`config.mk`:
```
export PLATFORM = sky130hd
export DESIGN_NAME = cfg_port_bridge
export DESIGN_NICKNAME = d
export VERILOG_FILES = /design/src/rtl/cfg_port_bridge.sv
export SDC_FILE = /design/constraint.sdc
export NUM_CORES = 1
export LEC_CHECK = 0
export BUFFER_PORTS_ARGS = -buffer_cell sky130_fd_sc_hd__buf_2
export CAP_MARGIN = 20
export CORE_MARGIN = 8
export CORE_UTILIZATION = 41
export DETAILED_ROUTE_END_ITERATION = 16
export PLACE_DENSITY = 0.76
export SYNTH_ARGS = -nofsm -noshare
export SYNTH_HDL_FRONTEND = slang
export SYNTH_SLANG_ARGS = --single-unit
export TNS_END_PERCENT = 1
```
`constraint.sdc`:
```
create_clock -name clk -period 1.4 [get_ports clk]
set_input_delay 0.14 -clock clk [delete_from_list [all_inputs] [get_ports clk]]
set_output_delay 0.14 -clock clk [all_outputs]
set_load 0.01 [all_outputs]
```
`src/rtl/cfg_port_bridge.sv`:
```
module cfg_port_bridge #(
  parameter int IO_AW = 16,
  parameter logic [IO_AW-1:0] ADDR_PORT = 16'hCF8,
  parameter logic [IO_AW-1:0] DATA_PORT = 16'hCFC
) (
  input  logic             clk,
  input  logic             rst_n,
  input  logic             io_req,
  input  logic             io_we,
  input  logic [IO_AW-1:0] io_addr,
  input  logic [31:0]      io_wdata,
  output logic             io_ack,
  output logic [31:0]      io_rdata,
  output logic             cfg_req,
  output logic             cfg_we,
  output logic [7:0]       cfg_bus,
  output logic [4:0]       cfg_dev,
  output logic [2:0]       cfg_fn,
  output logic [7:0]       cfg_reg,
  output logic [31:0]      cfg_wdata,
  input  logic             cfg_ack,
  input  logic             cfg_hit,
  input  logic [31:0]      cfg_rdata,
  output logic             pt_req,
  output logic             pt_we,
  output logic [IO_AW-1:0] pt_addr,
  output logic [31:0]      pt_wdata,
  input  logic             pt_ack,
  input  logic [31:0]      pt_rdata
);

  typedef enum logic [1:0] {S_IDLE, S_CFG, S_RESP} state_t;

  state_t      state;
  logic        en_q;
  logic [7:0]  bus_q;
  logic [4:0]  dev_q;
  logic [2:0]  fn_q;
  logic [5:0]  reg_q;
  logic [31:0] rdata_q;
  logic        req_q;
  logic        we_q;
  logic [31:0] wdata_q;

  wire hit_addr = (io_addr == ADDR_PORT);
  wire hit_data = (io_addr == DATA_PORT);
  wire pt_sel   = io_req && !(hit_addr || hit_data);
  wire [31:0] sel_view = {en_q, 7'd0, bus_q, dev_q, fn_q, reg_q, 2'b00};

  assign pt_req   = pt_sel;
  assign pt_we    = io_we;
  assign pt_addr  = io_addr;
  assign pt_wdata = io_wdata;

  assign cfg_req   = req_q;
  assign cfg_we    = we_q;
  assign cfg_wdata = wdata_q;
  assign cfg_bus   = bus_q;
  assign cfg_dev   = dev_q;
  assign cfg_fn    = fn_q;
  assign cfg_reg   = {reg_q, 2'b00};

  assign io_ack   = (state == S_RESP) || (pt_sel && pt_ack);
  assign io_rdata = pt_sel ? pt_rdata : rdata_q;

  always_ff @(posedge clk) begin
    if (!rst_n) begin
      state   <= S_IDLE;
      en_q    <= 1'b0;
      bus_q   <= '0;
      dev_q   <= '0;
      fn_q    <= '0;
      reg_q   <= '0;
      rdata_q <= '0;
      req_q   <= 1'b0;
      we_q    <= 1'b0;
      wdata_q <= '0;
    end else begin
      case (state)
        S_IDLE: begin
          if (io_req && hit_addr) begin
            if (io_we) begin
              en_q  <= io_wdata[31];
              bus_q <= io_wdata[23:16];
              dev_q <= io_wdata[15:11];
              fn_q  <= io_wdata[10:8];
              reg_q <= io_wdata[7:2];
            end
            rdata_q <= sel_view;
            state   <= S_RESP;
          end else if (io_req && hit_data) begin
            if (en_q) begin
              req_q   <= 1'b1;
              we_q    <= io_we;
              wdata_q <= io_wdata;
              state   <= S_CFG;
            end else begin
              rdata_q <= '1;
              state   <= S_RESP;
            end
          end
        end
        S_CFG: begin
          if (cfg_ack) begin
            req_q   <= 1'b0;
            rdata_q <= cfg_hit ? cfg_rdata : '1;
            state   <= S_RESP;
          end
        end
        default: state <= S_IDLE;
      endcase
    end
  end

  a_r8_req_held: assert property (@(posedge clk) disable iff (!rst_n)
    (cfg_req && !cfg_ack) |=> (cfg_req && $stable({cfg_we, cfg_bus, cfg_dev, cfg_fn, cfg_reg, cfg_wdata})));

  a_r8_no_early_ack: assert property (@(posedge clk) disable iff (!rst_n)
    cfg_req |-> !io_ack);

  a_r5_disabled_no_req: assert property (@(posedge clk) disable iff (!rst_n)
    (state == S_IDLE && io_req && hit_data && !en_q) |=> !cfg_req);

  a_r9_pt_exclusive: assert property (@(posedge clk) disable iff (!rst_n)
    pt_req |-> !cfg_req);

  a_r2_rsvd_zero: assert property (@(posedge clk) disable iff (!rst_n)
    (io_req && io_ack && hit_addr && !io_we) |-> (io_rdata[30:24] == 7'd0 && io_rdata[1:0] == 2'd0));

  a_r10_ack_pulse: assert property (@(posedge clk) disable iff (!rst_n)
    (io_ack && !pt_sel) |=> !(io_ack && !pt_sel));

endmodule

```
* Word-level counts from Yosys, hierarchy flattened
Cells that the tools add are included.
** Operators by class
- Reductions and logical operators :: 14
- $lt $le $gt $ge :: 0
- Multiplexer cells :: 17
- Bitwise logic cells :: 1
- Multipliers :: 0
- Divide/modulo/power cells :: 0
- Eq/ne operators :: 10
- $add $sub $neg :: 0
- Shifts and indexed selects :: 0
** Operators by type and width (number)
- $mux W32 :: 6
- $pmux W32 S2 :: 1
- $eq A16 B12 Y1 const B :: 2
- $mux W2 :: 4
- $ne A2 B2 Y1 const B :: 4
- $reduce_and A4 Y1 :: 2
- $ne A3 B3 Y1 const B :: 2
- $reduce_and A5 Y1 :: 1
- $logic_and A1 B1 Y1 :: 4
- $mux W1 :: 4
- $pmux W2 S2 :: 1
- $reduce_and A3 Y1 :: 1
- $eq A2 B1 Y1 const B :: 1
- $eq A2 B2 Y1 const B :: 1
- $logic_not A2 Y1 :: 1
- $logic_or A1 B1 Y1 :: 2
- $pmux W1 S2 :: 1
- $reduce_and A2 Y1 :: 1
- $reduce_bool A2 Y1 :: 1
- $logic_not A1 Y1 :: 1
- $not A1 Y1 :: 1
** Word-level totals
- Memories :: 0
- Output and inout bits :: 141
- Bits in registers :: 91
- Memory bits (read-only) :: 0
- Bits in latches :: 0
- Input bits :: 119
- Logic and storage cells :: 52
- RAM bits :: 0

* Depth between registers and ports, before layout
- Depth after elaboration :: 6
- Depth in mapped cells :: 6
- Depth with buffers taken out :: 4

* Worst setup path before layout
Ideal clock, no wire load.
- Path type :: input port to flip-flop
- Start :: input io_addr[13]
- End :: register wdata_q[10], in the netlist cfg_wdata[10]
- Path buffers :: 1
- Data required time :: 1.328 ns
- Path slack :: -0.134 ns
- Arrival time :: 1.462 ns
- Library setup time :: 0.072 ns
- Stages :: 5
- Path through :: nor4_4 -> nand4_2 -> nor4_4 -> buf_6 -> mux2i_1
** On the way
- Longest elaborated chain between the ends :: 4
- Elaborated cells on any way between the ends :: 6
- Classes of those cells :: 2 x eq/ne; 1 x bitwise; 3 x reduce/logical
** RTL lines
- start: declaration :: RTL line 10 : input logic [IO_AW-1:0] io_addr,
- $eq A16 B12 Y1 :: RTL line 45 : wire hit_addr = (io_addr == ADDR_PORT);
- $logic_and A1 B1 Y1 :: RTL line 81 : if (io_req && hit_addr) begin
- $not A1 Y1 (no line)
- $reduce_and A4 Y1 (no line) *
- end signal: assignment :: RTL line 95 : wdata_q <= io_wdata;
- end: declaration :: RTL line 43 : logic [31:0] wdata_q;
Mark *: on every way between the ends. The rest lies on a longest branch, timed or not.
A chain may end at the register's enable or synchronous reset.

* Worst setup path after layout
- Start :: input io_addr[9]
- End :: output io_rdata[10]
** On the way
- Longest elaborated chain between the ends :: 5
- Elaborated cells on any way between the ends :: 6
- Classes of those cells :: 2 x eq/ne; 1 x mux; 3 x reduce/logical
** RTL lines
- $eq A16 B12 Y1 (on tied branches) :: RTL line 45, 46
- $logic_or A1 B1 Y1 * :: RTL line 47 : wire pt_sel = io_req && !(hit_addr || hit_data);
- $logic_not A1 Y1 * :: RTL line 47
- $logic_and A1 B1 Y1 * :: RTL line 47
- $mux W32 * :: RTL line 64 : assign io_rdata = pt_sel ? pt_rdata : rdata_q;
- end: declaration :: RTL line 13 : output logic [31:0] io_rdata,
Marked as above.

==> metrics <==
status finished with violations; failing checks negative setup slack; Hold Vio Cnt, Final 0; critical path class in2out; Pwr Density 914.7 mW/mm^2; Slew Viols, Final 0; drt pass-1 iters 4; Synth Instances 538; crit path buf inv count 3; core box area 0.01152 mm^2; mean post-synth cell area 9.040 um^2; most used cell, CP buf_2; Worst Path Required 1260 ps; met2 GRT Util 0.3139; I/O Buffers 257; synth warn 0; CP arrival 1550 ps; 1st-iter DRT viols 426; largest net degree at the start of global routing 79; Initial Util 0.4223; Final nets 852; Die H 124.9 um; Synth Cell Area 0.004863 mm^2; Area Growth Syn to Fin 37.33%; worst hold path type in2reg; H-tree levels 3; global-route wire length before repair 24580 um; final wirelength 15670 um; FP Rows 39; Seq/Total Area, Yosys 0.3746; RSZ-0062 raised after global routing true; worst vdd ir 0.5262 mV; Synth Flop Type dfxtp_1; DIE AREA 0.01560 mm^2; FF/Latch Area 0.001823 mm^2; slowest stage delay, CP 350 ps; post-route ant nets 0; M3 GR Usage 0.05223; Cell Chain, Critical Path buf_2 > and4bb_2 > nand4_1 > nand2_4 > buf_12 > mux2_2 > buf_2; vias in the first global route 4513; DR WL/cell 17.77 um; fill cell count 1033; clock skew 7.193 ps; Synth cell types 34; Seq cells post-synth 91; Clock Latency Late Sink 330 ps; post-route insts no fill 882; CTS tree built; Final TNS setup -8108 ps; CP Launch Type input port; share of synthesized registers carrying an async set or reset 0; clk sinks 91; IO Pins 260; die width 124.9 um; cell family with the largest share of critical-path delay simple AND/OR/NAND/NOR gates; total number of vias 4487; busiest grt layer met2; CP max stage cell mux2_2; Post-synth EDFFs 0; GRT Total Usage 0.1902; overall power 6109 uW; P_leak 0.003266 uW; area of the multi-input gates 0.002575 mm^2; hpwl dp 11470 um; met1 Usage GRT 0.2387; Peak Freq 0.5930 GHz; Critical Path Fanout Max 17; final setup fails 35; crit path capture type output pin; Cells after DPL 863; ratio of cells with drive above 1 in the final layout 0.4756; clock transition at the registers of the reported paths 70 ps; final setup margin -286.4 ps; max-capacitance violation count 0; GP Congestion 0.7857; routed vias/inst 5.087; residual DRC count 0; final worst-path cycle share 1.205; Clock Path Buffers 2; CTS Root Cell clkbuf_16; total grt overflow 0; Tmin final 1686 ps; antenna violations before repair 0; TritonCTS Buffers 9
[report_power, final]
part	leakage, uW	total (uW)	internal (uW)	switching [uW]
Sequential	0.000733	2590	2590	0.0172
Clock	0.000160	2690	1630	1060
Combinational	0.00237	829	424	405
Total	0.00327	6110	4640	1470
[cell usage after synthesis (all sizes together), types with 2 or more instances]
cell    instances  share of area
o21ai          23          0.024
o221ai         32          0.058
or3            23          0.030
nand2         102          0.079
nor2b           2         0.0026
mux2           32          0.074
nor4            2         0.0087
nand4           2         0.0039
nand3          23          0.024
buf            62          0.095
a21boi         23          0.036
mux2i          65           0.13
dfxtp          91           0.37
clkbuf         37          0.029
inv             3         0.0023
and4b           2         0.0041
[metal layers]
metal / up-vias / routed length (um)
met1: 2065 / 6954
met5: - / 0
met2: 163 / 7530
met3: 15 / 1002
met4: 0 / 187
li1: 2244 / -
[per-stage QoR]
step,hold slack [ps],util,setup slack [ps],area (um^2)
after floorplan,282.1,-,-132.3,4867
after detailed placement,410.1,0.5221,-327.4,6012
final,61.01,0.5800,-286.4,6679
after global routing,63.74,0.5797,-329.9,6676
after global placement,398.4,0.5221,-277.5,6012
after CTS,50.02,0.5757,-285.8,6630
[final timing paths]
path,cells after the start,slack (ps),endpoint,start
worst max-delay path,7,-290,io_rdata[10],io_addr[9]
worst min-delay path,3,60,cfg_wdata[0],io_wdata[0]
worst max register to register,4,-20,cfg_wdata[27],state[1]
worst min register to register,2,460,cfg_wdata[0],cfg_wdata[0]
[sequential cells by signal (all words and copies together) (netlist names), 2 cells and up]
register	count
state	2
cfg_fn	3
cfg_dev	5
cfg_bus	8
cfg_wdata	32
rdata_q	32
reg_q	6
[repair_timing]
action / in CTS / in global routing
gates cloned: 1 / 0
hold buffers: 0 / 0
hold endpoints to repair: 0 / 0
pin swaps: 3 / 1
setup buffers: 1 / 0
gates resized for setup: 53 / 14
endpoints found under the setup margin: 78 / 117
[cells in the final DEF (no fill, tap or decap), types with 6 or more instances in the layout]
master and instances:
a21boi_0 7, a21boi_1 16, buf_12 7, buf_2 231, buf_4 15, buf_6 27, clkbuf_16 9, dfxtp_1 90
mux2_2 17, mux2_4 15, mux2i_1 65, nand2_1 100, nand3_1 23, o21ai_0 21, o221ai_1 26, o221ai_2 6
or3_1 20
[area by class of cell]
class                   instances  area share
multi-input cells             346      0.3855
flip-flops and latches         91      0.2729
repair buffers                282      0.2628
clock buffers                  10     0.03578
well taps                     143     0.02679
clock inverters                 6     0.01405
inverters                       3    0.001686
diodes                          1   0.0003747
[worst reg2reg max path: stages (launching register included)]
cell and delay, ps:
dfxtp_2 330, buf_6 130, nor4_4 320, buf_12 280
mux2i_1 280
[kinds of logic (layout without fill, tap and decap cells)]
logic type             after synthesis  in the layout  share of synthesized area
other                                1              3                  0.0007711
muxes                               97             97                     0.2079
AOI/OAI and AO/OA                   82             82                     0.1250
and+or+nand+nor                    165            165                     0.1654
DFF                                 91             91                     0.3746
buffers and inverters              102            301                     0.1263
Power figures use the tool's default switching activity.
